File: config.mk
export PLATFORM = sky130hd
export DESIGN_NAME = pwr_state_ctl
export DESIGN_NICKNAME = d
export VERILOG_FILES = /design/src/rtl/pwr_pkg.sv /design/src/rtl/pwr_evt_latch.sv /design/src/rtl/pwr_settle_timer.sv /design/src/rtl/pwr_state_ctl.sv
export SDC_FILE = /design/constraint.sdc
export NUM_CORES = 1
export LEC_CHECK = 0
export CAP_MARGIN = 20
export CELL_PAD_IN_SITES_DETAIL_PLACEMENT = 1
export CELL_PAD_IN_SITES_GLOBAL_PLACEMENT = 2
export CORE_AREA = 10 10 103 78
export DETAILED_ROUTE_END_ITERATION = 10
export DIE_AREA = 0 0 113 88
export PLACE_DENSITY = 0.83
export SYNTH_ARGS = -nofsm -noshare
export SYNTH_HDL_FRONTEND = slang
export SYNTH_HIERARCHICAL = 1
export SYNTH_SLANG_ARGS = --single-unit
File: constraint.sdc
create_clock -name clk -period 3.22 [get_ports clk]
set_input_delay 0.644 -clock clk [delete_from_list [all_inputs] [get_ports clk]]
set_output_delay 0.644 -clock clk [all_outputs]
set_load 0.005 [all_outputs]
File: src/rtl/pwr_pkg.sv
package pwr_pkg;
    typedef enum logic [2:0] {
        PS_RUN   = 3'd1,
        PS_HALT  = 3'd2,
        PS_GRANT = 3'd3,
        PS_SNOOP = 3'd4,
        PS_SLEEP = 3'd5,
        PS_DEEP  = 3'd6
    } pstate_t;

    localparam int NUM_EVT  = 5;
    localparam int EV_BINIT = 0;
    localparam int EV_SMI   = 1;
    localparam int EV_INIT  = 2;
    localparam int EV_NMI   = 3;
    localparam int EV_INTR  = 4;
endpackage

File: src/rtl/pwr_evt_latch.sv
module pwr_evt_latch #(
    parameter int NEV = 5
) (
    input  logic           clk,
    input  logic           rst_n,
    input  logic [NEV-1:0] arrive,
    input  logic           capture,
    input  logic           release_en,
    input  logic           clear,
    output logic [NEV-1:0] svc
);
    logic [NEV-1:0] pend;
    logic [NEV-1:0] pick;
    logic [NEV-1:0] taken;
    logic [NEV-1:0] pend_nxt;

    // lowest index pending wins
    assign pick  = pend & (~pend + NEV'(1));
    assign taken = release_en ? pick : '0;

    always_comb begin
        if (clear)
            pend_nxt = '0;
        else
            pend_nxt = (pend & ~taken) | (capture ? arrive : '0);
    end

    always_ff @(posedge clk or negedge rst_n) begin
        if (!rst_n) begin
            pend <= '0;
            svc  <= '0;
        end else begin
            pend <= pend_nxt;
            svc  <= clear ? '0 : taken;
        end
    end
endmodule

File: src/rtl/pwr_settle_timer.sv
module pwr_settle_timer #(
    parameter int SETTLE_CYC = 100000
) (
    input  logic clk,
    input  logic rst_n,
    input  logic run,
    output logic done
);
    localparam int CW = $clog2(SETTLE_CYC + 1);
    localparam logic [CW-1:0] LAST = CW'(SETTLE_CYC - 1);

    logic [CW-1:0] cnt;

    assign done = run && (cnt == LAST);

    always_ff @(posedge clk or negedge rst_n) begin
        if (!rst_n)
            cnt <= '0;
        else if (!run)
            cnt <= '0;
        else if (!done)
            cnt <= cnt + CW'(1);
    end
endmodule

File: src/rtl/pwr_state_ctl.sv
module pwr_state_ctl
    import pwr_pkg::*;
#(
    parameter int SETTLE_CYC = 100000
) (
    input  logic       clk,
    input  logic       rst_n,
    input  logic       cfg_gate_en,
    input  logic       cpu_reset,
    input  logic       halt_stb,
    input  logic       stop_req_n,
    input  logic       sleep_req_n,
    input  logic       bclk_ok,
    input  logic       snoop_start,
    input  logic       snoop_done,
    input  logic       evt_binit,
    input  logic       evt_smi,
    input  logic       evt_init,
    input  logic       evt_nmi,
    input  logic       evt_intr,
    input  logic       evt_flush,
    output logic [2:0] pstate_o,
    output logic       core_clk_en,
    output logic       l2_clk_en,
    output logic       svc_binit,
    output logic       svc_smi,
    output logic       svc_init,
    output logic       svc_nmi,
    output logic       svc_intr,
    output logic       svc_flush,
    output logic       core_init,
    output logic       illegal_err
);
    pstate_t state, nxt;
    logic grant_from_halt, grant_from_halt_nxt;
    logic snoop_from_halt, snoop_from_halt_nxt;
    logic [NUM_EVT-1:0] arrive;
    logic [NUM_EVT-1:0] svc;
    logic wake, quiet, activity, settle_done, clk_stopped;
    logic flush_q, init_q, err_q;

    assign arrive[EV_BINIT] = evt_binit;
    assign arrive[EV_SMI]   = evt_smi;
    assign arrive[EV_INIT]  = evt_init;
    assign arrive[EV_NMI]   = evt_nmi;
    assign arrive[EV_INTR]  = evt_intr;

    assign wake     = |arrive;
    assign quiet    = (state == PS_SLEEP) || (state == PS_DEEP);
    assign activity = wake | evt_flush | snoop_start | snoop_done | halt_stb;

    pwr_evt_latch #(.NEV(NUM_EVT)) u_evt (
        .clk        (clk),
        .rst_n      (rst_n),
        .arrive     (arrive),
        .capture    (!quiet),
        .release_en (state == PS_RUN),
        .clear      (cpu_reset),
        .svc        (svc)
    );

    pwr_settle_timer #(.SETTLE_CYC(SETTLE_CYC)) u_settle (
        .clk   (clk),
        .rst_n (rst_n),
        .run   ((state == PS_DEEP) && bclk_ok),
        .done  (settle_done)
    );

    // next state
    always_comb begin
        nxt                 = state;
        grant_from_halt_nxt = grant_from_halt;
        snoop_from_halt_nxt = snoop_from_halt;
        unique case (state)
            PS_RUN: begin
                if (cpu_reset)
                    nxt = PS_RUN;
                else if (!stop_req_n) begin
                    nxt = PS_GRANT;
                    grant_from_halt_nxt = 1'b0;
                end else if (halt_stb)
                    nxt = PS_HALT;
            end
            PS_HALT: begin
                if (cpu_reset)
                    nxt = PS_RUN;
                else if (!stop_req_n) begin
                    nxt = PS_GRANT;
                    grant_from_halt_nxt = 1'b1;
                end else if (snoop_start) begin
                    nxt = PS_SNOOP;
                    snoop_from_halt_nxt = 1'b1;
                end else if (wake)
                    nxt = PS_RUN;
            end
            PS_GRANT: begin
                if (cpu_reset)
                    nxt = PS_GRANT;
                else if (stop_req_n)
                    nxt = grant_from_halt ? PS_HALT : PS_RUN;
                else if (snoop_start) begin
                    nxt = PS_SNOOP;
                    snoop_from_halt_nxt = 1'b0;
                end else if (!sleep_req_n)
                    nxt = PS_SLEEP;
            end
            PS_SNOOP: begin
                if (cpu_reset)
                    nxt = PS_RUN;
                else if (snoop_done)
                    nxt = snoop_from_halt ? PS_HALT : PS_GRANT;
            end
            PS_SLEEP: begin
                if (cpu_reset)
                    nxt = PS_RUN;
                else if (!bclk_ok)
                    nxt = PS_DEEP;
                else if (sleep_req_n)
                    nxt = PS_GRANT;
            end
            PS_DEEP: begin
                if (cpu_reset)
                    nxt = PS_RUN;
                else if (settle_done)
                    nxt = PS_SLEEP;
            end
            default: nxt = PS_RUN;
        endcase
    end

    // state register and registered strobes
    always_ff @(posedge clk or negedge rst_n) begin
        if (!rst_n) begin
            state           <= PS_RUN;
            grant_from_halt <= 1'b0;
            snoop_from_halt <= 1'b0;
            flush_q         <= 1'b0;
            init_q          <= 1'b0;
            err_q           <= 1'b0;
        end else begin
            state           <= nxt;
            grant_from_halt <= grant_from_halt_nxt;
            snoop_from_halt <= snoop_from_halt_nxt;
            flush_q         <= evt_flush && ((state == PS_RUN) || (state == PS_HALT));
            init_q          <= cpu_reset;
            err_q           <= err_q | (quiet & activity);
        end
    end

    // outputs
    always_comb begin
        clk_stopped = (state == PS_GRANT) || (state == PS_SLEEP) || (state == PS_DEEP);
        pstate_o    = state;
        l2_clk_en   = (state != PS_DEEP);
        core_clk_en = !(clk_stopped && cfg_gate_en);
        svc_binit   = svc[EV_BINIT];
        svc_smi     = svc[EV_SMI];
        svc_init    = svc[EV_INIT];
        svc_nmi     = svc[EV_NMI];
        svc_intr    = svc[EV_INTR];
        svc_flush   = flush_q;
        core_init   = init_q;
        illegal_err = err_q;
    end
endmodule

==> results of run 1 <==
-- state kept, by name (all words and copies together) (netlist names) --
register / flops
u_settle/cnt: 17
u_evt/pend: 5
u_evt/svc: 5
pstate_o: 3
core_init: 1
grant_from_halt: 1
illegal_err: 1
snoop_from_halt: 1
svc_flush: 1
-- critical path, delay by kind of cell (launching register included) --
kind | cells | cell delay, ns
flip-flops | 1 | 0.76
buffers and inverters | 1 | 0.45
AND/OR/NAND/NOR | 2 | 0.34
AO/OA/AOI/OAI | 2 | 0.18
-- cells in the mapped netlist (all sizes together) (2+ instances only) --
master / count
a211oi: 3
xnor2: 4
nor3b: 5
nor4: 5
dfrtp: 34
inv: 7
buf: 8
a22oi: 3
nor2: 14
nand4: 6
mux2i: 4
nor3: 10
and2: 9
nand3: 5
xor2: 7
and3: 3
nand2b: 4
nor2b: 4
o21ai: 14
clkbuf: 3
a31oi: 5
or4: 2
a21oi: 6
nand3b: 2
nand2: 24
-- cell families (layout without fill, tap and decap cells) --
family | Yosys count | count (layout) | share of synthesized area [%]
AO/OA/AOI/OAI | 39 | 39 | 12.8
XOR/XNOR | 11 | 11 | 4.80
adder cells (fa/ha/maj) | 1 | 1 | 0.624
buffers and inverters | 18 | 48 | 4.49
flip-flops | 35 | 35 | 43.7
multiplexers | 5 | 5 | 2.56
AND/OR/NAND/NOR | 102 | 102 | 31.0
-- metrics by stage --
step | setup slack (ns) | total power [W] | hold slack [ns] | cell area (µm²)
floorplan | 0.861 | 0.000839 | 0.348 | 2010
CTS | 0.529 | 0.00137 | 0.474 | 2460
finish | 0.553 | 0.00135 | 0.468 | 2460
global route | 0.404 | 0.00146 | 0.506 | 2460
global placement | 0.455 | 0.000998 | 0.454 | 2360
detailed placement | 0.372 | 0.00100 | 0.457 | 2360
-- routing by layer --
layer | up-vias | global-route usage (%) | wire [µm]
met4 | 0 | 3.45 | 44
met1 | 824 | 15.1 | 2760
met2 | 22 | 16.5 | 2240
met3 | 2 | 3.01 | 200
li1 | 809 | - | -
met5 | - | 0 | 0
-- layout make-up --
cell class / instances / area share (%)
multi-input combinational: 158 / 42.3
inverter: 7 / 1.07
clock buffer: 8 / 4.07
tap: 78 / 3.97
timing repair buffer: 33 / 12.9
sequential: 35 / 35.7
-- power by group through the flow --
stage               clock network [W]  registers [W]  logic (W)
finish                       0.000358       0.000560   0.000435
global route                 0.000399       0.000570   0.000492
CTS                          0.000373       0.000560   0.000437
detailed placement                  0       0.000567   0.000433
global placement                    0       0.000566   0.000431
floorplan                           0       0.000522   0.000317
-- worst paths after layout --
check                                  end  slack [ns]  cells past startpoint
setup / recovery               core_clk_en        0.55                      5
hold / removal                 illegal_err        0.47                      1
setup reg to reg               pstate_o[0]        0.65                      7
hold reg to reg                illegal_err        0.47                      1
max in group asynchronous      pstate_o[0]        2.09                      2
min in group asynchronous  snoop_from_halt        0.78                      2
==> impl_metrics.toml, run 1 <==
[status]
status = "completed"

[cts]
cts-root-buf = "clkbuf_8"
max-clock-path-buffers = 2
cts.sinks = 35
holdBufCountCts = 0
tritoncts = "yes"
path_clk_slew_ns = 0.08
cts_setup_buffers = 0
cts_max_level = 2
cts_buffers = 5
post_cts_resized = 0
clk_latency_ns = 0.29

[placement]
gp_congestion = 0.757
placed_cells = 311
dp_hpwl_um = 3770
portBuffers = 28

[drt]
via_per_inst = 5.19
ant_nets = 0
routed-via-count = 1657
firstDrtPassIters = 4
drt_iter0_drc = 31
drc = 0
wirelength_um = 5240
avgRoutedWirePerCell_um = 16.4

[power_and_ir_drop]
ir_worst_vdd_mv = 0.192
switching_power_w = 0.000462
powerDensity_nw_per_um2 = 550
p_sw_share_pct = 34.1
clockPowerShare_pct = 26.4
p_int_w = 0.000891
combPwrFrac_pct = 32.2
p_seq_share_pct = 41.4
power.leakage_nw = 1.04

[synth]
yosysTopAreaCell = "dfrtp_1"
ys_seq_elements = 35
synth_warnings = 6
ys_top_cells_by_area = "dfrtp_1 (42%), nand2_1 (4.5%), o21ai_0 (3.2%)"
async_flop_share_pct = 100
syn_area_um2 = 2010
ys_seq_area_share_pct = 43.7
syn-num-nets = 228
synth_top_area_share_pct = 42.4
ys_types = 55
syn_inst = 211
ys.flop_type = "dfrtp_1"
synth_edf_count = 0
avgSynthCellArea_um2 = 9.51

[timing]
period_needed_ns = 2.67
setup_viol = 0
relSlewSlack_pct = 63.5
finalClockSkew_ns = 0.00850
report.final.slew_viol_count = 0
rsz0062_at_grt = "no"
hold_viol = 0
finalSetupTns_ns = 0
worst_pin_slew_ns = 0.543
max_freq_mhz = 375
post-route-period-util_pct = 82.8

[floorplanning]
core-area_um2 = 6040
start_util_pct = 33.2
num_rows = 24
die_x_um = 113
dieArea_um2 = 9940
die-height_um = 88
ios = 29

[setup_path]
startpoint_type = "register"
critical_path_class = "register to output pin"
cp-startpoint = "pstate_o[0]"
cp_slowest_cell = "dfstp_2"
critPathRequiredTime_ns = 2.58
cp.arrival_ns = 2.02
setup.worst_path.end_class = "output pin"
critPathMaxStageDelay_ns = 0.76
path_cells = "nor2b_4 > o21ai_0 > o21ai_0 > nand2_1 > clkdlybuf4s50_1"
r2r-start = "u_settle/cnt[13]"
cp_max_fo = 20
path_common_cell = "o21ai_0"

[layout]
diodes = 0
fin_nets = 257
fin_util_pct = 40.7
multi_input_area_um2 = 1040
drive_gt1_share_pct = 11.6
fill_cells = 682
register_area_um2 = 877
layout_commonest_cell = "dfrtp_1"
final_cell_mix = "dfrtp_1 (34), clkdlybuf4s50_1 (28), nand2_1 (24)"
stdcell_count = 319
area_growth_pct = 22.5

[job]
maxCapViolCount = 0

[global_routing]
grt_pass1_wl_um = 9060
antenna_found_initial = 0
grt_pass1_vias = 1714
grt_usage_pct = 11.1
grt-ovfl-total = 0
grt_max_degree = 36

[worst_hold_path]
hp-start = "illegal_err"
worstHoldPathType = "register to register"
Power figures use the tool's default switching activity.
==> run 2: changes to the inputs <==
- CORE_AREA: 10 10 103 78 -> 10 10 109 82
- DIE_AREA: 0 0 113 88 -> 0 0 119 92
- PLACE_DENSITY: 0.83 -> 0.78
- clock period: 3.22 -> 2.2 ns (I/O delays scaled with it)
==> run 2 against run 1 <==
Compared with the run above: the flow now finishes with violations (setup timing); setup slack worse by 0.63 ns; sequential power up 37%; count of clock-buffer cells in the layout down 2; critical path type is now register to register; highest routed layer unchanged.
==> impl_metrics.toml, run 2 (synthesis results as in run 1) <==
[drt]
wl_met3_um = 229
wl_met1_um = 2960
wirelength_um = 5640
ant_nets = 0
drt_iter0_drc = 93
avgRoutedWirePerCell_um = 15.9
dr_wl_met2_um = 2380
firstDrtPassIters = 4
routed-via-count = 1744
drc = 0
top_layer = "met4"
via_per_inst = 4.91

[worst_hold_path]
worstHoldPathType = "register to register"

[timing]
max_freq_mhz = 440
finalClockSkew_ns = 0.0100
relSlewSlack_pct = 69.5
finalSetupTns_ns = -0.153
post-route-period-util_pct = 103
rsz0062_at_grt = "yes"
period_needed_ns = 2.27
worst_pin_slew_ns = 0.458
fin_ws_ns = -0.0742
hold_viol = 0
report.final.slew_viol_count = 0
setup_viol = 3

[power_and_ir_drop]
power.total_w = 0.00224
ir_worst_vdd_mv = 0.265
power.leakage_nw = 1.17
powerDensity_nw_per_um2 = 833

[floorplanning]
ios = 29
start_util_pct = 28.8
die-height_um = 92
dieArea_um2 = 10900
die_x_um = 119
core-area_um2 = 6960
num_rows = 26

[global_routing]
grt_usage_pct = 10.7
grt_pass1_vias = 1808
grt_pass1_wl_um = 9560
grt-ovfl-total = 0
grt_max_degree = 36
antenna_found_initial = 0

[layout]
fin_nets = 273
final_cell_mix = "dfrtp_1 (34), clkdlybuf4s50_1 (26), nand2_1 (24)"
reg_top3 = "u_settle/cnt x17, u_evt/pend x5, u_evt/svc x5"
regMostFlops = "u_settle/cnt"
largest_reg_flops = 17
stdcell_count = 355
drive_gt1_share_pct = 20.6
fin_util_pct = 38.6
area_growth_pct = 33.9
layout_commonest_cell = "dfrtp_1"
diodes = 0

[setup_path]
path_cells = "or4_1 > or4_4 > nor3_4 > nor3b_1 > a31oi_1 > a21oi_2 > a211oi_2 > nor2_1"
r2r_setup_slack_ns = -0.07
critical_path_class = "register to register"
setup.worst_path.end_class = "register"
cp_slowest_cell = "or4_1"
cp_max_fo = 5
critPathRequiredTime_ns = 2.37
critPathMaxStageDelay_ns = 0.53
startpoint_type = "register"
cp.arrival_ns = 2.44

[placement]
dp_hpwl_um = 4230
portBuffers = 28
gp_congestion = 0.758
placed_cells = 344

[job]
maxCapViolCount = 0

[cts]
cts-root-buf = "clkbuf_8"
max-clock-path-buffers = 2
cts_max_level = 2
tritoncts = "yes"
cts.sinks = 35
clk_latency_ns = 0.29
cts_buffers = 5
path_clk_slew_ns = 0.08

[status]
violations = "setup timing"
status = "finished, violations left"
-- run 2: layer usage --
layer	track usage, %	vias up
li1	-	838
met1	14.9	871
met2	15.5	29
met3	2.82	6
met4	3.35	0
met5	0	-
-- run 2: path summary, 6_finish.rpt --
check                                  from           end  cells past startpoint
max reg2reg                u_settle/cnt[13]   pstate_o[1]                      8
min reg2reg                     illegal_err   illegal_err                      1
max in group asynchronous             rst_n   pstate_o[0]                      2
min                             illegal_err   illegal_err                      1
min in group asynchronous             rst_n  u_evt/svc[0]                      2
max                        u_settle/cnt[13]   pstate_o[1]                      8
-- run 2: area by class of cell --
type,instances,area [µm²]
Clock buffer,6,82.6
Clock inverter,2,35.0
Fill cell,824,4280
Inverter,7,26.3
Multi-Input combinational cell,158,1080
Sequential cell,35,877
Tap cell,98,123
Timing Repair Buffer,49,459
-- run 2: worst max-delay path, delay by kind of cell, from the launching register on --
family / cells / cell delay [ns]
AO/OA/AOI/OAI: 3 / 0.54
flip-flops: 1 / 0.37
AND/OR/NAND/NOR: 5 / 1.24
-- run 2: power breakdown --
group          switching (W)  internal, W  leakage [nW]
registers          0.0000525     0.000713         0.463
logic               0.000434     0.000427         0.643
clock network       0.000245     0.000367        0.0612
-- run 2: per-stage QoR --
step	cell area, µm²	hold slack, ns	setup WS (ns)
after floorplan	2040	0.144	-0.0359
after global placement	2510	0.494	-0.280
after detailed placement	2510	0.496	-0.356
after CTS	2660	0.514	-0.116
after global routing	2690	0.535	-0.158
final	2690	0.502	-0.0742
-- run 2: timing repair --
item / CTS / global route
pin swaps: 4 / 4
setup endpoints to repair: 4 / 8
resized for setup: 6 / 6
endpoints found under the hold margin: 0 / 0
buffers inserted: 2 / 1
hold buffers: 0 / 0
==> run 3: changes to the inputs <==
- PLACE_DENSITY: 0.78 -> 0.77
==> run 3 against run 2 <==
Compared with the run above: the flow still finishes with violations (setup timing); utilization shrank 0.65 points; non-clock buffer count rose by 1; worst hold slack worse by 0.022 ns; clock skew decreased by 0.0034 ns; final cell count increased by 0.28%; clock power is 24% lower; power decreased by 5.8%; wire length increased by 1.6%; flip-flop and latch count unchanged; global-route usage up 0.26 points; count of clock-buffer cells in the layout stayed put; combinational power increased by 2.7%; critical endpoint is now pstate_o[0]; largest power group unchanged.
==> impl_metrics.toml, run 3 (synthesis results as in run 1) <==
[cts]
max-clock-path-buffers = 2
cts_max_level = 2
cts.sinks = 35
tritoncts = "yes"
clk_latency_ns = 0.29
path_clk_slew_ns = 0.08
cts_buffers = 5
cts-root-buf = "clkbuf_8"

[floorplanning]
die-height_um = 92
ios = 29
dieArea_um2 = 10900
core-area_um2 = 6960
num_rows = 26
start_util_pct = 28.8
die_x_um = 119

[layout]
drive_gt1_share_pct = 19.4
final_cell_mix = "dfrtp_1 (34), clkdlybuf4s50_1 (27), nand2_1 (24)"
fin_nets = 274
regMostFlops = "u_settle/cnt"
reg_top3 = "u_settle/cnt x17, u_evt/pend x5, u_evt/svc x5"
layout_commonest_cell = "dfrtp_1"
area_growth_pct = 31.7
largest_reg_flops = 17
diodes = 0

[power_and_ir_drop]
clockPowerShare_pct = 22.2
powerDensity_nw_per_um2 = 799
ir_worst_vdd_mv = 0.307
power.leakage_nw = 1.14
p_int_w = 0.00137
switching_power_w = 0.000740
power.total_w = 0.00211
combPwrFrac_pct = 41.9
p_seq_share_pct = 35.9
p_sw_share_pct = 35.1

[job]
maxCapViolCount = 0

[timing]
holdWs_ns = 0.480
setup_viol = 4
rsz0062_at_grt = "yes"
worst_pin_slew_ns = 0.466
relSlewSlack_pct = 68.9
max_freq_mhz = 425
fin_ws_ns = -0.153
finalClockSkew_ns = 0.00664
post-route-period-util_pct = 107
period_needed_ns = 2.35
hold_viol = 0
report.final.slew_viol_count = 0

[drt]
drc = 0
wirelength_um = 5730
ant_nets = 0
avgRoutedWirePerCell_um = 16.1
drt_iter0_drc = 108
routed-via-count = 1772
via_per_inst = 4.98
firstDrtPassIters = 4

[global_routing]
grt-ovfl-total = 0
grt_usage_pct = 10.9
grt_pass1_vias = 1794
grt_max_degree = 36
grt_pass1_wl_um = 9730
antenna_found_initial = 0

[setup_path]
startpoint_type = "register"
path_cells = "or4_1 > or4_4 > nor3_4 > nor3b_1 > a31oi_1 > a21oi_2 > a211oi_2 > o32ai_2"
cp_max_fo = 5
setup.worst_path.end_class = "register"
cp.arrival_ns = 2.56
critPathRequiredTime_ns = 2.40
critical_path_class = "register to register"
critPathMaxStageDelay_ns = 0.53
cp_slowest_cell = "or4_1"

[placement]
gp_congestion = 0.776
dp_hpwl_um = 4190
portBuffers = 28

[status]
status = "finished, violations left"
violations = "setup timing"

[worst_hold_path]
worstHoldPathType = "register to register"
-- run 3: changes by cell type in the layout (fill, tap and decap cells not counted), sizes merged --
cell / delta
buf: +1
clkinvlp: +1
bufinv: -1
clkdlybuf4s50: +1
dlymetal6s2s: -1
-- run 3: layer usage --
layer | vias to the layer above | GRT usage, % | routed length, µm
met5 | - | 0 | 0
met4 | 0 | 4.16 | 104
met3 | 11 | 3.86 | 303
met2 | 37 | 15.2 | 2470
met1 | 877 | 15.0 | 2850
li1 | 847 | - | -
-- run 3: layout make-up --
cell class	instances	area, µm²
Clock inverter	2	12.5
Clock buffer	6	72.6
Sequential cell	35	877
Inverter	7	26.3
Timing Repair Buffer	50	457
Fill cell	813	4320
Tap cell	98	123
Multi-Input combinational cell	158	1070
-- run 3: stage by stage --
step | util [%] | worst slack (ns) | std cells | instance area [µm²] | TNS, ns
final | 37.9 | -0.153 | 356 | 2640 | -0.380
after global routing | 37.9 | -0.243 | 356 | 2640 | -0.682
after CTS | 37.7 | -0.125 | 355 | 2630 | -0.328
after detailed placement | 36.0 | -0.349 | 344 | 2510 | -1.31
after global placement | 36.0 | -0.269 | 344 | 2510 | -0.912
after floorplan | - | -0.0359 | 211 | 2040 | -0.0808
-- run 3: power by group through the flow --
| stage | Sequential (W) | Combinational, W | Clock [W] |
|---|---|---|---|
| 6_report | 0.000757 | 0.000884 | 0.000468 |
| 5_1_grt | 0.000767 | 0.000985 | 0.000508 |
| 3_5_place_dp | 0.000775 | 0.000835 | 0 |
| 3_3_place_gp | 0.000775 | 0.000831 | 0 |
| 4_1_cts | 0.000757 | 0.000860 | 0.000478 |
| 2_1_floorplan | 0.000765 | 0.000516 | 0 |
-- run 3: final timing paths --
| path | from | to | slack (ns) | depth (start not counted) |
|---|---|---|---|---|
| max in group asynchronous | rst_n | pstate_o[0] | 1.26 | 2 |
| min in group asynchronous | rst_n | u_evt/svc[2] | 0.57 | 2 |
| max reg2reg | u_settle/cnt[13] | pstate_o[0] | -0.15 | 8 |
| max | u_settle/cnt[13] | pstate_o[0] | -0.15 | 8 |
| min | illegal_err | illegal_err | 0.48 | 1 |
| min reg2reg | illegal_err | illegal_err | 0.48 | 1 |
-- run 3: what timing repair did --
item | CTS | global route
setup endpoints to repair | 4 | 4
pin swaps | 0 | 3
buffers inserted | 3 | 3
resized for setup | 4 | 3
hold buffers | 0 | 0
-- run 3: worst max-delay path, delay by kind of cell, from the launching register on --
| kind | cells | cell delay [ns] |
|---|---|---|
| AND/OR/NAND/NOR | 4 | 1.25 |
| flip-flops | 1 | 0.38 |
| AO/OA/AOI/OAI | 4 | 0.63 |
